===== src/rtl/sld_pkg.sv =====
package sld_pkg;
  typedef enum logic [1:0] {
    DRV_LOW  = 2'b00,
    DRV_HIGH = 2'b01,
    DRV_HIZ  = 2'b10
  } drv_code_e;
endpackage


===== src/rtl/sld_sync.sv =====
module sld_sync #(
  parameter int unsigned WIDTH   = 1,
  parameter int unsigned STAGES  = 2,
  parameter logic [WIDTH-1:0] RST_VAL = '0
) (
  input  logic             clk,
  input  logic             rst_n,
  input  logic [WIDTH-1:0] async_i,
  output logic [WIDTH-1:0] sync_o
);
  logic [WIDTH-1:0] stage_q [STAGES];

  always_ff @(posedge clk or negedge rst_n) begin
    if (!rst_n) begin
      for (int s = 0; s < STAGES; s++) stage_q[s] <= RST_VAL;
    end else begin
      stage_q[0] <= async_i;
      for (int s = 1; s < STAGES; s++) stage_q[s] <= stage_q[s-1];
    end
  end

  assign sync_o = stage_q[STAGES-1];
endmodule


===== src/rtl/sld_shifter.sv =====
module sld_shifter #(
  parameter int unsigned NUM_CH = 21
) (
  input  logic              clk,
  input  logic              rst_n,
  input  logic              sclk_s,
  input  logic              sdata_s,
  input  logic              load_n_s,
  output logic [NUM_CH-1:0] shift_o,
  output logic [NUM_CH-1:0] latch_o
);
  logic              sclk_prev_q, load_prev_q;
  logic [NUM_CH-1:0] shift_q, shift_d;
  logic [NUM_CH-1:0] latch_q, latch_d;
  logic              shift_en, latch_en;

  assign shift_en = sclk_s & ~sclk_prev_q & ~load_n_s;
  assign latch_en = load_n_s & ~load_prev_q;

  always_comb begin
    shift_d = shift_q;
    if (shift_en) begin
      if (NUM_CH > 1) shift_d = {shift_q[NUM_CH-2:0], sdata_s};
      else            shift_d = sdata_s;
    end
    latch_d = latch_q;
    if (latch_en) latch_d = shift_q;
  end

  always_ff @(posedge clk or negedge rst_n) begin
    if (!rst_n) begin
      sclk_prev_q <= 1'b0;
      load_prev_q <= 1'b1;
      shift_q     <= '0;
      latch_q     <= '0;
    end else begin
      sclk_prev_q <= sclk_s;
      load_prev_q <= load_n_s;
      shift_q     <= shift_d;
      latch_q     <= latch_d;
    end
  end

  assign shift_o = shift_q;
  assign latch_o = latch_q;
endmodule


===== src/rtl/sld_out_gate.sv =====
module sld_out_gate
  import sld_pkg::*;
#(
  parameter int unsigned NUM_CH = 21
) (
  input  logic [NUM_CH-1:0]   latch_i,
  input  logic                oe_i,
  input  logic                hold_i,
  output logic [2*NUM_CH-1:0] state_o
);
  for (genvar c = 0; c < NUM_CH; c++) begin : g_ch
    drv_code_e code;
    always_comb begin
      if (hold_i)                code = DRV_HIZ;
      else if (oe_i && latch_i[c]) code = DRV_HIGH;
      else                       code = DRV_LOW;
    end
    assign state_o[2*c +: 2] = code;
  end
endmodule


===== src/rtl/serial_latch_driver.sv =====
module serial_latch_driver #(
  parameter int unsigned NUM_CH      = 21,
  parameter int unsigned SYNC_STAGES = 2
) (
  input  logic                clk,
  input  logic                rst_n,
  input  logic                ser_clk,
  input  logic                ser_data,
  input  logic                ser_load_n,
  input  logic                out_en,
  input  logic                pwr_hold,
  output logic [2*NUM_CH-1:0] chan_state
);
  localparam int unsigned NSYNC = 4;
  localparam logic [NSYNC-1:0] SYNC_RST = 4'b0100;

  logic [NSYNC-1:0]  raw_in, synced;
  logic              sclk_sync, sdata_sync, le_sync, oe_sync;
  logic [NUM_CH-1:0] shift_q, latch_q;

  assign raw_in = {out_en, ser_load_n, ser_data, ser_clk};

  sld_sync #(.WIDTH(NSYNC), .STAGES(SYNC_STAGES), .RST_VAL(SYNC_RST)) u_sync (
    .clk(clk), .rst_n(rst_n), .async_i(raw_in), .sync_o(synced)
  );

  assign sclk_sync  = synced[0];
  assign sdata_sync = synced[1];
  assign le_sync    = synced[2];
  assign oe_sync    = synced[3];

  sld_shifter #(.NUM_CH(NUM_CH)) u_shift (
    .clk(clk), .rst_n(rst_n), .sclk_s(sclk_sync), .sdata_s(sdata_sync),
    .load_n_s(le_sync), .shift_o(shift_q), .latch_o(latch_q)
  );

  sld_out_gate #(.NUM_CH(NUM_CH)) u_gate (
    .latch_i(latch_q), .oe_i(oe_sync), .hold_i(pwr_hold), .state_o(chan_state)
  );
endmodule


===== config.mk =====
export PLATFORM = sky130hd
export DESIGN_NAME = serial_latch_driver
export DESIGN_NICKNAME = d
export VERILOG_FILES = /design/src/rtl/sld_pkg.sv /design/src/rtl/sld_sync.sv /design/src/rtl/sld_shifter.sv /design/src/rtl/sld_out_gate.sv /design/src/rtl/serial_latch_driver.sv
export SDC_FILE = /design/constraint.sdc
export NUM_CORES = 1
export LEC_CHECK = 0
export ABC_AREA = 0
export BUFFER_PORTS_ARGS = -buffer_cell sky130_fd_sc_hd__buf_2
export CORE_UTILIZATION = 50
export CTS_CLUSTER_DIAMETER = 40
export CTS_CLUSTER_SIZE = 14
export DETAILED_ROUTE_END_ITERATION = 16
export GPL_TIMING_DRIVEN = 0
export PLACE_DENSITY = 0.74
export SLEW_MARGIN = 20
export SYNTH_ARGS = -nofsm -noshare
export SYNTH_HDL_FRONTEND = slang
export SYNTH_SLANG_ARGS = --single-unit

===== constraint.sdc =====
create_clock -name clk -period 1.9 [get_ports clk]
set_input_delay 0 -clock clk [delete_from_list [all_inputs] [get_ports clk]]
set_output_delay 0 -clock clk [all_outputs]
set_load 0.05 [all_outputs]

==> results.cfg <==
[status]
status = complete, no violations

[flow_run]
cap_violations = 0

[finish]
fin_nets = 212
seq_area_um2 = 1305
multi_input_area_um2 = 643.1
diodes = 0
drive_above_1_share_pct = 60.19
area_growth_pct = 20.61
nFillCells = 318
finish.utilization_pct = 63.78

[setup_path]
startpoint_type = register
path_max_fanout = 10
cp-end-kind = output port
crit_type = reg2out
required_ps = 1900
cp.arrival_ps = 1550

[sta]
finalSetupViolCount = 0
tightest_slew_ps = 614.5
finalCritPeriodShare_pct = 81.66
finalSetupTns_ps = 0
clock_skew_ps = 6.332
clock.fmax_mhz = 644.5
min_period_ps = 1552
hold_viol = 0
slew_violations = 0
slew_headroom_pct = 59.03
rsz0062_at_grt = no

[synth]
synthDistinctLibCells = 12
synthesis.nets = 152
synth_xor_area_share_pct = 0
synth_cells = 145
yosys-top-cells-count = 49 x dfrtp_1, 40 x mux2_2, 21 x and2_1, 21 x buf_4
synth-compound-area-share_pct = 0
synth_top_area_cell = dfrtp_1
syn_avg_cell_area_um2 = 14.90
async_reset_ff_share_pct = 100.0
yosysMostFrequentCell = dfrtp_1
synth_top_family_by_area = multiplexers
synth-simple-area-share_pct = 7.875
ys_ff_latch = 52
synth_mux_area_share_pct = 21.89
synth_area_um2 = 2161
ys.flop_type = dfrtp_1
synth.area.top_cells = dfrtp_1 57%, mux2_2 21%, buf_4 7.3%
yosysWarnings = 0
synth-edff-count = 0
yosysSeqAreaShare_pct = 60.39
synth_top_area_share_pct = 56.75
synthAdderAreaFrac_pct = 0

[drt]
wire_per_inst_um = 12.27
drt-initial-drc-count = 18
first_pass_iters = 3
drcViolationCount = 0
antenna_left = 0
routed_wl_um = 3141
vias = 1200
avgViaCountPerCell = 4.688

[global_routing]
globalRouteOverflowTotal = 0
grt_use_total_pct = 15.23
grt_pass1_wl_um = 4940
grt_pass1_vias = 1102
antenna_found_initial = 0
grt_max_degree = 53

[cts]
cts.reportedPaths.clkPinSlew_ps = 90
cts_setup_buffers = 0
cts_tree = built
cts_buffers = 5
clk_latency_ps = 290
hold_buffers = 5
post_cts_resized = 0
cts-root-buf = clkbuf_8
clock-sinks = 52
cts.path.max_buffers = 2
cts_max_level = 2

[die]
start_util_pct = 52.88
core_um2 = 4086
dieArea_um2 = 4589
row_count = 23
die_w_um = 67.74
ios = 49
die_y_um = 67.74

[place]
port_buffers = 48
gp_congestion = 0.7135
hpwl_um = 2189

[power]
power_per_cell_area_nw_per_um2 = 956.1
ir_drop_mv = 0.6690
power.leakage_nw = 1.378

[min_path]
hp-class = in2async
[cell usage in the layout (no fill, tap or decap)]
| cell | count |
|---|---|
| and2_1 | 21 |
| dfstp_2 | 3 |
| buf_4 | 22 |
| buf_6 | 3 |
| mux2_2 | 40 |
| mux2_1 | 2 |
| nor3b_4 | 1 |
| nor2b_1 | 1 |
| dlygate4sd3_1 | 5 |
| clkbuf_8 | 7 |
| dfrtp_1 | 49 |
| nor2b_4 | 1 |
| clkbuf_1 | 4 |
| buf_2 | 47 |
[registers in the layout (all words and copies together), names as in the netlist]
signal and flops:
u_sync.sync_o 4, u_shift.shift_o 21, u_sync.stage_q 4, u_shift.sclk_prev_q 1, u_shift.load_prev_q 1, u_shift.latch_o 21
[cell families after synthesis]
logic type	count (synthesis)
flops	52
mux	42
buf+inv	27
simple gates	24
[power breakdown]
group | switching, mW | total [mW] | internal [mW]
Combinational | 0.278 | 0.497 | 0.219
Sequential | 0.0949 | 1.38 | 1.28
Clock | 0.321 | 0.618 | 0.297
[cell type report]
cell class | count | share of cell area (%)
timing repair buffer | 53 | 11.23
tap | 50 | 2.400
clock buffer | 8 | 3.457
sequential | 52 | 50.07
buffer | 27 | 8.161
multi-input combinational | 66 | 24.68
[critical path, stage by stage, from the launching register on]
cell and delay, ps:
dfrtp_1 320, nor2b_1 170, clkbuf_1 320, and2_1 180
buf_2 260
[routing by layer]
layer / global-route usage [%] / part of all wire, % / vias up
met1: 18.10 / 42 / 578
met3: 4.899 / 6.5 / 7
met2: 24.88 / 50 / 40
li1: - / - / 575
met4: 7.181 / 1.8 / 0
met5: 0 / 0 / -
[path summary, 6_finish.rpt]
| kind | start | end | cells after the start | slack [ps] |
|---|---|---|---|---|
| setup / recovery | u_sync.sync_o[3]$_DFF_PN0_ | chan_state[22] | 4 | 350 |
| hold / removal | rst_n | u_shift.latch_o[12]$_DFFE_PN0P_ | 2 | 250 |
| setup reg to reg | u_sync.sync_o[2]$_DFF_PN1_ | u_shift.latch_o[1]$_DFFE_PN0P_ | 3 | 490 |
| hold reg to reg | u_sync.stage_q[5]$_DFF_PN0_ | u_sync.sync_o[1]$_DFF_PN0_ | 0 | 360 |
| max in group asynchronous | rst_n | u_sync.stage_q[5]$_DFF_PN0_ | 2 | 1230 |
| min in group clk | ser_data | u_sync.stage_q[5]$_DFF_PN0_ | 2 | 350 |
[metrics by stage]
step	setup WS (ps)	cells	power (mW)	cell area [um^2]	hold slack [ps]
6_report	348.4	256	2.492	2606	254.6
5_1_grt	177.0	256	2.627	2606	311.0
4_1_cts	325.7	256	2.524	2604	335.8
3_5_place_dp	498.2	243	1.897	2464	109.3
3_3_place_gp	509.4	243	1.868	2464	105.5
2_1_floorplan	573.1	145	1.765	2161	-295.6
No activity file was read; power rests on OpenSTA's default activity.
